`src/rtl/cwu_pkg.sv`:
```
package cwu_pkg;

    typedef enum logic [1:0] {
        WV_NORMAL   = 2'd0,
        WV_CTC      = 2'd1,
        WV_FPWM_MAX = 2'd2,
        WV_FPWM_CMP = 2'd3
    } wave_e;

    typedef enum logic [1:0] {
        ACT_NONE   = 2'd0,
        ACT_TOGGLE = 2'd1,
        ACT_CLEAR  = 2'd2,
        ACT_SET    = 2'd3
    } act_e;

    // mode selector {high bit, low bits}
    function automatic wave_e decode_wave(input logic [2:0] sel);
        case (sel)
            3'b010:  return WV_CTC;
            3'b011:  return WV_FPWM_MAX;
            3'b111:  return WV_FPWM_CMP;
            default: return WV_NORMAL;
        endcase
    endfunction

    function automatic logic is_fpwm(input wave_e w);
        return (w == WV_FPWM_MAX) || (w == WV_FPWM_CMP);
    endfunction

    function automatic act_e match_act(input logic [1:0] mode, input logic fpwm,
                                       input logic hi_bit);
        case (mode)
            2'b01:   return (fpwm && !hi_bit) ? ACT_NONE : ACT_TOGGLE;
            2'b10:   return ACT_CLEAR;
            2'b11:   return ACT_SET;
            default: return ACT_NONE;
        endcase
    endfunction

    function automatic act_e bottom_act(input logic [1:0] mode);
        case (mode)
            2'b10:   return ACT_SET;
            2'b11:   return ACT_CLEAR;
            default: return ACT_NONE;
        endcase
    endfunction

    function automatic logic pin_connected(input logic [1:0] mode, input logic fpwm,
                                           input logic hi_bit);
        return (mode != 2'b00) && !(fpwm && mode == 2'b01 && !hi_bit);
    endfunction

    function automatic logic apply_act(input act_e a, input logic cur);
        case (a)
            ACT_TOGGLE: return !cur;
            ACT_CLEAR:  return 1'b0;
            ACT_SET:    return 1'b1;
            default:    return cur;
        endcase
    endfunction

endpackage

```
`src/rtl/cwu_counter.sv`:
```
module cwu_counter #(
    parameter int W = 8
) (
    input  logic                 clk,
    input  logic                 rst_n,
    input  cwu_pkg::wave_e       wave_i,
    input  logic [W-1:0]         cmp0_i,
    output logic [W-1:0]         cnt_o,
    output logic [W-1:0]         top_o,
    output logic                 at_top_o,
    output logic                 ovf_o
);
    import cwu_pkg::*;

    localparam logic [W-1:0] CNT_MAX = '1;

    typedef struct packed {
        logic [W-1:0] cnt;
    } cnt_st_t;

    cnt_st_t s_d, s_q;
    logic    fpwm;
    logic    wrap;

    always_comb begin
        s_d      = s_q;
        fpwm     = is_fpwm(wave_i);
        top_o    = (wave_i == WV_FPWM_CMP) ? cmp0_i : CNT_MAX;
        at_top_o = fpwm && (s_q.cnt == top_o);
        wrap     = (wave_i == WV_CTC) ? (s_q.cnt == cmp0_i) : (s_q.cnt == top_o);
        ovf_o    = fpwm ? at_top_o : (s_q.cnt == CNT_MAX);
        s_d.cnt  = wrap ? '0 : s_q.cnt + 1'b1;
    end

    always_ff @(posedge clk) begin
        if (!rst_n) s_q <= '0;
        else        s_q <= s_d;
    end

    assign cnt_o = s_q.cnt;

endmodule

```
`src/rtl/cwu_chan.sv`:
```
module cwu_chan #(
    parameter int W = 8
) (
    input  logic                 clk,
    input  logic                 rst_n,
    input  logic                 wr_cmp_i,
    input  logic [W-1:0]         wr_data_i,
    input  cwu_pkg::wave_e       wave_i,
    input  logic                 hi_bit_i,
    input  logic [1:0]           mode_i,
    input  logic [W-1:0]         cnt_i,
    input  logic [W-1:0]         top_i,
    input  logic                 at_top_i,
    input  logic                 dir_i,
    input  logic                 port_i,
    output logic [W-1:0]         cmp_act_o,
    output logic                 match_o,
    output logic                 oc_o,
    output logic                 pin_val_o
);
    import cwu_pkg::*;

    typedef struct packed {
        logic [W-1:0] buffer;
        logic [W-1:0] active;
        logic         oc;
    } chan_st_t;

    chan_st_t s_d, s_q;
    logic     fpwm;
    logic     conn;
    act_e     m_act;
    act_e     b_act;

    always_comb begin
        s_d  = s_q;
        fpwm = is_fpwm(wave_i);

        if (wr_cmp_i) begin
            s_d.buffer = wr_data_i;
            if (!fpwm) s_d.active = wr_data_i;
        end
        if (fpwm && at_top_i) s_d.active = s_q.buffer;

        match_o = (cnt_i == s_q.active);
        m_act   = match_act(mode_i, fpwm, hi_bit_i);
        if (fpwm && mode_i[1] && (s_q.active == top_i)) m_act = ACT_NONE;
        b_act   = (fpwm && at_top_i) ? bottom_act(mode_i) : ACT_NONE;

        if (b_act != ACT_NONE)  s_d.oc = apply_act(b_act, s_q.oc);
        else if (match_o)       s_d.oc = apply_act(m_act, s_q.oc);

        conn      = pin_connected(mode_i, fpwm, hi_bit_i);
        pin_val_o = dir_i ? (conn ? s_q.oc : port_i) : 1'b0;
    end

    always_ff @(posedge clk) begin
        if (!rst_n) s_q <= '0;
        else        s_q <= s_d;
    end

    assign cmp_act_o = s_q.active;
    assign oc_o      = s_q.oc;

endmodule

```
`src/rtl/cmp_wave_unit.sv`:
```
module cmp_wave_unit #(
    parameter int W   = 8,
    parameter int NCH = 2,
    localparam int AW = $clog2(NCH + 2)
) (
    input  logic              clk,
    input  logic              rst_n,
    input  logic              wr_en,
    input  logic [AW-1:0]     wr_addr,
    input  logic [W-1:0]      wr_data,
    input  logic [NCH-1:0]    pin_dir,
    input  logic [NCH-1:0]    port_data,
    output logic [NCH-1:0]    pin_val,
    output logic [NCH-1:0]    pin_oe,
    output logic [NCH-1:0]    match_o,
    output logic              ovf_o,
    output logic [W-1:0]      cnt_o
);
    import cwu_pkg::*;

    localparam int            CTRL_MSB   = 7;
    localparam int            HI_BIT_POS = 3;
    localparam logic [AW-1:0] ADDR_CTRL  = AW'(0);
    localparam logic [AW-1:0] ADDR_HI    = AW'(1);

    typedef struct packed {
        logic [NCH-1:0][1:0] mode;
        logic [1:0]          wlo;
        logic                hi;
    } ctrl_t;

    ctrl_t               ctrl_d, ctrl_q;
    wave_e               wave;
    logic [NCH-1:0][1:0] mode_v;
    logic [W-1:0]        top_val;
    logic                at_top;
    logic [W-1:0]        cmp_act [NCH];
    logic [NCH-1:0]      oc_v;

    always_comb begin
        ctrl_d = ctrl_q;
        if (wr_en && wr_addr == ADDR_CTRL) begin
            for (int i = 0; i < NCH; i++) ctrl_d.mode[i] = wr_data[CTRL_MSB - 2*i -: 2];
            ctrl_d.wlo = wr_data[1:0];
        end
        if (wr_en && wr_addr == ADDR_HI) ctrl_d.hi = wr_data[HI_BIT_POS];
    end

    always_ff @(posedge clk) begin
        if (!rst_n) ctrl_q <= '0;
        else        ctrl_q <= ctrl_d;
    end

    assign wave   = decode_wave({ctrl_q.hi, ctrl_q.wlo});
    assign mode_v = ctrl_q.mode;
    assign pin_oe = pin_dir;

    cwu_counter #(.W(W)) u_cnt (
        .clk      (clk),
        .rst_n    (rst_n),
        .wave_i   (wave),
        .cmp0_i   (cmp_act[0]),
        .cnt_o    (cnt_o),
        .top_o    (top_val),
        .at_top_o (at_top),
        .ovf_o    (ovf_o)
    );

    for (genvar g = 0; g < NCH; g++) begin : g_chan
        localparam logic [AW-1:0] CMP_ADDR = AW'(2 + g);
        cwu_chan #(.W(W)) u_chan (
            .clk       (clk),
            .rst_n     (rst_n),
            .wr_cmp_i  (wr_en && wr_addr == CMP_ADDR),
            .wr_data_i (wr_data),
            .wave_i    (wave),
            .hi_bit_i  (ctrl_q.hi),
            .mode_i    (ctrl_q.mode[g]),
            .cnt_i     (cnt_o),
            .top_i     (top_val),
            .at_top_i  (at_top),
            .dir_i     (pin_dir[g]),
            .port_i    (port_data[g]),
            .cmp_act_o (cmp_act[g]),
            .match_o   (match_o[g]),
            .oc_o      (oc_v[g]),
            .pin_val_o (pin_val[g])
        );
    end

endmodule

```
`config.mk`:
```
export PLATFORM = sky130hd
export DESIGN_NAME = cmp_wave_unit
export DESIGN_NICKNAME = d
export VERILOG_FILES = /design/src/rtl/cwu_pkg.sv /design/src/rtl/cwu_counter.sv /design/src/rtl/cwu_chan.sv /design/src/rtl/cmp_wave_unit.sv
export SDC_FILE = /design/constraint.sdc
export NUM_CORES = 1
export LEC_CHECK = 0
export BUFFER_PORTS_ARGS = -buffer_cell sky130_fd_sc_hd__buf_2
export CAP_MARGIN = 5
export CORE_AREA = 4 4 119 64
export CTS_BUF_LIST = sky130_fd_sc_hd__clkbuf_8
export DETAILED_ROUTE_END_ITERATION = 12
export DIE_AREA = 0 0 123 68
export GPL_TIMING_DRIVEN = 0
export PLACE_DENSITY = 0.67
export SKIP_CTS_REPAIR_TIMING = 1
export SYNTH_ARGS = -nofsm -noshare
export SYNTH_HDL_FRONTEND = slang
export SYNTH_HIERARCHICAL = 1
export SYNTH_SLANG_ARGS = --single-unit
```
`constraint.sdc`:
```
create_clock -name clk -period 3.9 [get_ports clk]
set_input_delay 0.585 -clock clk [delete_from_list [all_inputs] [get_ports clk]]
set_output_delay 0.585 -clock clk [all_outputs]
set_load 0.05 [all_outputs]
```
; Word-level counts from Yosys, hierarchy flattened
; Index checks and enable logic that the tools add are counted.
[classes]
reduce_logical = 39
n_addsub = 1
bitwise = 1
n_mux = 30
n_eq_ne = 36
[ops]
columns = op, count
row1 = $mux W8, 6
row2 = $eq A8 B8 Y1, 5
row3 = $eq A2 B2 Y1 const B, 16
row4 = $pmux W2 S3, 3
row5 = $logic_and A1 B1 Y1, 17
row6 = $eq A2 B1 Y1 const B, 8
row7 = $reduce_bool A2 Y1, 8
row8 = $pmux W1 S3, 4
row9 = $mux W1, 11
row10 = $add A8 B1 Y8 const B, 1
row11 = $eq A8 B8 Y1 const B, 1
row12 = $mux W2, 4
row13 = $ne A4 B4 Y1 const B, 2
row14 = $pmux W2 S2, 2
row15 = $reduce_bool A4 Y1, 2
row16 = $eq A3 B2 Y1 const B, 2
row17 = $reduce_and A3 Y1, 2
row18 = $logic_not A1 Y1, 5
row19 = $reduce_and A2 Y1, 2
row20 = $eq A3 B3 Y1 const B, 1
row21 = $logic_not A2 Y1, 1
row22 = $ne A2 B2 Y1 const B, 1
row23 = $reduce_or A2 Y1, 1
row24 = $logic_or A1 B1 Y1, 1
row25 = $not A1 Y1, 1
[totals]
word_cells = 118
reg_bits = 49
out_inout_bits = 15
input_bits = 17

; Depth between registers and ports, before layout
[depth]
depth_word = 12
depth_mapped = 14
mapped_depth_nobuf = 11

; Modules after synthesis
; Netlist, hierarchy kept.
[by_module_without_submodules]
columns = mod, area_each_um2, instances, cells_per_inst, seq_area_each_um2
row1 = cwu_chan (g_chan[0].u_chan), 1079.8, 1, 118, 340.3
row2 = cwu_chan (g_chan[1].u_chan), 1028.5, 1, 122, 340.3
row3 = cwu_counter, 747.0, 1, 94, 160.2
row4 = cmp_wave_unit, 345.3, 1, 39, 140.1

; Worst setup path after synthesis
; No wires, ideal clock.
[synth_timing]
kind = flip-flop to flip-flop
startpoint = reg ctrl_q[1] in the netlist's numbering
endpoint = reg g_chan[1].u_chan.s_q (netlist bit g_chan[1].u_chan/oc_o)
n_path_buf = 4
path_stages_with_launch = 14
period_less_slack_ps = 2723
t_arrival_ps = 2598
setup_ps = 125
path_slack_ps = 1177
t_required_ps = 3775
cell_sequence = dfxtp_1 -> and2_1 -> buf_6 -> nand2_4 -> buf_6 -> o32ai_2 -> o22ai_2 -> nor3_1 -> buf_2 -> nand2_1 -> buf_2 -> and3b_1 -> o2111ai_1 -> nand3_1
[synth_between]
word_cells_on_any_way = 34
classes_between = 14 x eq/ne / 10 x mux / 10 x reduce/logical
[synth_rtl]
columns = element, line_no
row1 = from (decl), cmp_wave_unit.sv:32  ; ctrl_t ctrl_d, ctrl_q;
row2 = from (signal assigned), cmp_wave_unit.sv:51  ; else ctrl_q <= ctrl_d;
row3 = $eq A3 B3 Y1 / $eq A3 B2 Y1 (equally long branches), cwu_pkg.sv:19  ; case (sel)
row4 = $pmux W2 S3 (*), cwu_pkg.sv:19
row5 = via wave[1], cmp_wave_unit.sv:33  ; wave_e wave;
row6 = $eq A2 B2 Y1, "cwu_pkg.sv:28, cwu_counter.sv:28"
row7 = $mux W8, cwu_counter.sv:28  ; top_o = (wave_i == WV_FPWM_CMP) ? cmp0_i : CNT_MAX;
row8 = $eq A8 B8 Y1, cwu_counter.sv:29  ; at_top_o = fpwm && (s_q.cnt == top_o);
row9 = $logic_and A1 B1 Y1 (*), cwu_counter.sv:29
row10 = via at_top, cmp_wave_unit.sv:36  ; logic at_top;
row11 = $logic_and A1 B1 Y1 (*), cwu_chan.sv:48  ; b_act = (fpwm && at_top_i) ? bottom_act(mode_i) : ACT_NONE;
row12 = $mux W2 (*), cwu_chan.sv:48
row13 = $eq A2 B1 Y1 (tied with other cells), cwu_pkg.sv:55  ; case (a)
row14 = $ne A4 B4 Y1 (no line) (tied with other cells), --
row15 = $reduce_and A3 Y1 (no line) / $mux W1 (equally long branches), --
row16 = to (signal assigned), cwu_chan.sv:58  ; if (!rst_n) s_q <= '0;
row17 = to (signal assigned), cwu_chan.sv:59  ; else s_q <= s_d;
row18 = to (decl), cwu_chan.sv:29  ; chan_st_t s_d, s_q;
; The timed path passes the listed nets; every way through them passes the cells marked *. The select of a mux whose other input is x is not followed.
; A chain may end at the register's enable or synchronous reset.

; Worst setup path in the final report
[layout_timing]
startpoint = reg ctrl_q[1] in the netlist's numbering
endpoint = out ovf_o
[layout_between]
elab_chain_len = 7
word_cells_on_any_way = 11
classes_between = 6 x eq/ne / 3 x mux / 2 x reduce/logical
[layout_rtl]
columns = element, line_no
row1 = $eq A3 B3 Y1 / $eq A3 B2 Y1 (equally long branches), cwu_pkg.sv:19
row2 = $pmux W2 S3 (*), cwu_pkg.sv:19
row3 = via wave[1], cmp_wave_unit.sv:33
row4 = $eq A2 B2 Y1, "cwu_pkg.sv:28, cwu_counter.sv:28"
row5 = $mux W8, cwu_counter.sv:28
row6 = $eq A8 B8 Y1, cwu_counter.sv:29
row7 = $logic_and A1 B1 Y1 (*), cwu_counter.sv:29
row8 = via at_top, cmp_wave_unit.sv:36
row9 = $mux W1 (*), cwu_counter.sv:31  ; ovf_o = fpwm ? at_top_o : (s_q.cnt == CNT_MAX);
row10 = to (decl), cmp_wave_unit.sv:16  ; output logic ovf_o,
; The timed path passes the listed nets; every way through them passes the cells marked *.

==> impl_metrics.env <==
export IMPL_syn_avg_cell_area_um2=8.60
export IMPL_wl_mm=8.01
export IMPL_dp_cells=488
export IMPL_port_buffers=31
export IMPL_grt_max_degree=17
export IMPL_combinationalPowerShare_pct=18.3
export IMPL_grt_pass1_wl_mm=12.9
export IMPL_holdWs_ns=0.475
export IMPL_avgRoutedWirePerCell_um=16.1
export IMPL_ios=32
export IMPL_period_share_pct=91.7
export IMPL_ant_nets=0
export IMPL_rows=21
export IMPL_root_buffer="clkbuf_8"
export IMPL_antenna_found_initial=0
export IMPL_diodes=0
export IMPL_place_congestion=0.894
export IMPL_fin_nets=421
export IMPL_drv_slew=0
export IMPL_r2r_end="g_chan[1].u_chan/oc_o"
export IMPL_hold_end="ctrl_q[2]"
export IMPL_drt_pre_antenna_iters=5
export IMPL_internal_power_mw=0.750
export IMPL_finalSetupViolCount=0
export IMPL_max_freq_mhz=280
export IMPL_ys_warn_count=6
export IMPL_vdd_drop_max_v=0.000138
export IMPL_synth_fp_nets=383
export IMPL_criticalPathCategory="flip-flop to primary output"
export IMPL_ff2ff_setup_slack_ns=0.41
export IMPL_slew_headroom_pct=61.3
export IMPL_critPathCaptureType="primary output"
export IMPL_critPathLaunchType="flip-flop"
export IMPL_rsz0062_at_grt="no"
export IMPL_routed_via_count=2711
export IMPL_cts_max_level=2
export IMPL_crit_arrival_ns=2.99
export IMPL_crit_required_ns=3.31
export IMPL_cts_sinks=49
export IMPL_syn_inst=365
export IMPL_p_leak_nw=1.44
export IMPL_grt_overflow=0
export IMPL_worstHoldPathCells=2
export IMPL_tns_ns=0
export IMPL_p_sw_share_pct=30.8
export IMPL_crit_fanout=10
export IMPL_fin_util_pct=53.7
export IMPL_core_um2=6540
export IMPL_p_clk_share_pct=30.5
export IMPL_worstHoldStart="ctrl_q[2]"
export IMPL_die_w_um=123
export IMPL_cts_made_buffers=5
export IMPL_initial_core_util_pct=48.0
export IMPL_p_switching_mw=0.334
export IMPL_avgViaCountPerCell=5.47
export IMPL_cts_tree="done"
export IMPL_first_global_vias=2545
export IMPL_reg2reg_from="ctrl_q[1]"
export IMPL_clock_latency_ns=0.32
export IMPL_skew_ns=0.0146
export IMPL_syn_to_final_growth_pct=11.8
export IMPL_status="finished, final reports clean"
export IMPL_r2r_cells=13
export IMPL_min_path_type="flip-flop to flip-flop"
export IMPL_hold_viol=0
export IMPL_drt_iter0_markers=269
export IMPL_power_share_sequential_pct=51.3
export IMPL_drv_cap=0
export IMPL_grt_usage_pct=20.0
export IMPL_p_per_area_nw_per_um2=309
export IMPL_dieArea_um2=8360
export IMPL_dpl_hpwl_mm=6.09
export IMPL_clk_pin_slew_ns=0.10
export IMPL_fin_crit_ns=3.57
export IMPL_clockBufferDepth=2
export IMPL_drc=0
export IMPL_drive_above_1_share_pct=22.8
export IMPL_die_y_um=68
export IMPL_final_instance_count_excl_fill=496
export IMPL_tightest_slew_ns=0.577
export IMPL_netlist_area_um2=3140
## power groups by stage
stage               clock [mW]  sequential (mW)  combinational, mW
global route             0.357            0.559              0.216
floorplan                    0            0.566              0.140
CTS                      0.334            0.555              0.198
global placement             0            0.565              0.191
finish                   0.330            0.555              0.198
detailed placement           0            0.566              0.197
## worst max-delay path by stage
stage | start | to | slack, ns | cells after the start
after floorplan | ctrl_q[1] | g_chan[1].u_chan/oc_o | 1.18 | 13
after global placement | ctrl_q[1] | g_chan[1].u_chan/oc_o | 0.60 | 13
after detailed placement | ctrl_q[1] | g_chan[1].u_chan/oc_o | 0.50 | 13
after CTS | ctrl_q[1] | ovf_o | 0.41 | 9
after global routing | ctrl_q[1] | ovf_o | 0.25 | 9
final | ctrl_q[1] | ovf_o | 0.33 | 9
## per-layer routing
| metal | GRT usage, % | share of wire, % | up-vias |
|---|---|---|---|
| met4 | 3.45 | 0.55 | 0 |
| met2 | 32.8 | 44 | 111 |
| met1 | 27.8 | 47 | 1260 |
| met5 | 0 | 0 | - |
| li1 | - | - | 1336 |
| met3 | 3.88 | 8.2 | 4 |
## layout by cell type (no fill, tap or decap), types with 2 or more instances in the layout
master / instances
xnor2_1: 30
o21ai_2: 2
mux2i_1: 27
nor3_1: 5
xor2_1: 16
inv_2: 2
nor2b_1: 11
a21oi_1: 3
buf_4: 12
nor2_1: 30
nand2b_1: 7
buf_6: 6
a311oi_1: 8
o32ai_2: 3
and2_1: 2
nand3_1: 30
nand2_4: 2
dfxtp_1: 49
o211a_1: 8
inv_1: 4
nand4_1: 6
buf_2: 37
clkbuf_1: 3
a31oi_1: 4
nand2_1: 48
clkbuf_8: 6
or2_2: 9
nand4b_1: 3
nand3_2: 2
## critical path: stages (launching register included)
cell and delay (ns):
dfxtp_1 0.37, and2_1 0.46, buf_6 0.23, nand2_4 0.07
buf_6 0.14, o32ai_2 0.28, o22ai_2 0.15, nor3_1 0.51
a31o_1 0.18, buf_2 0.26
## cell type report
type | instances | area (um^2)
Sequential cell | 49 | 981
Timing Repair Buffer | 31 | 155
Fill cell | 623 | 3030
Inverter | 7 | 28.8
Tap cell | 92 | 115
Clock inverter | 2 | 17.5
Clock buffer | 6 | 82.6
Buffer | 27 | 199
Multi-Input combinational cell | 282 | 1930
## state kept, by name, indices dropped and copies added, names as in the netlist
signal,cells
u_cnt/cnt_o,8
g_chan.u_chan/oc_o,2
g_chan.u_chan/cmp_act_o,16
ctrl_q,7
g_chan.u_chan/s_q,16
## stage by stage
stage	worst slack [ns]	area [um^2]	power [mW]
2_1_floorplan	1.18	3140	0.705
5_1_grt	0.246	3510	1.13
6_report	0.326	3510	1.08
4_1_cts	0.412	3510	1.09
3_3_place_gp	0.601	3410	0.756
3_5_place_dp	0.504	3410	0.763
Power figures use the tool's default switching activity.
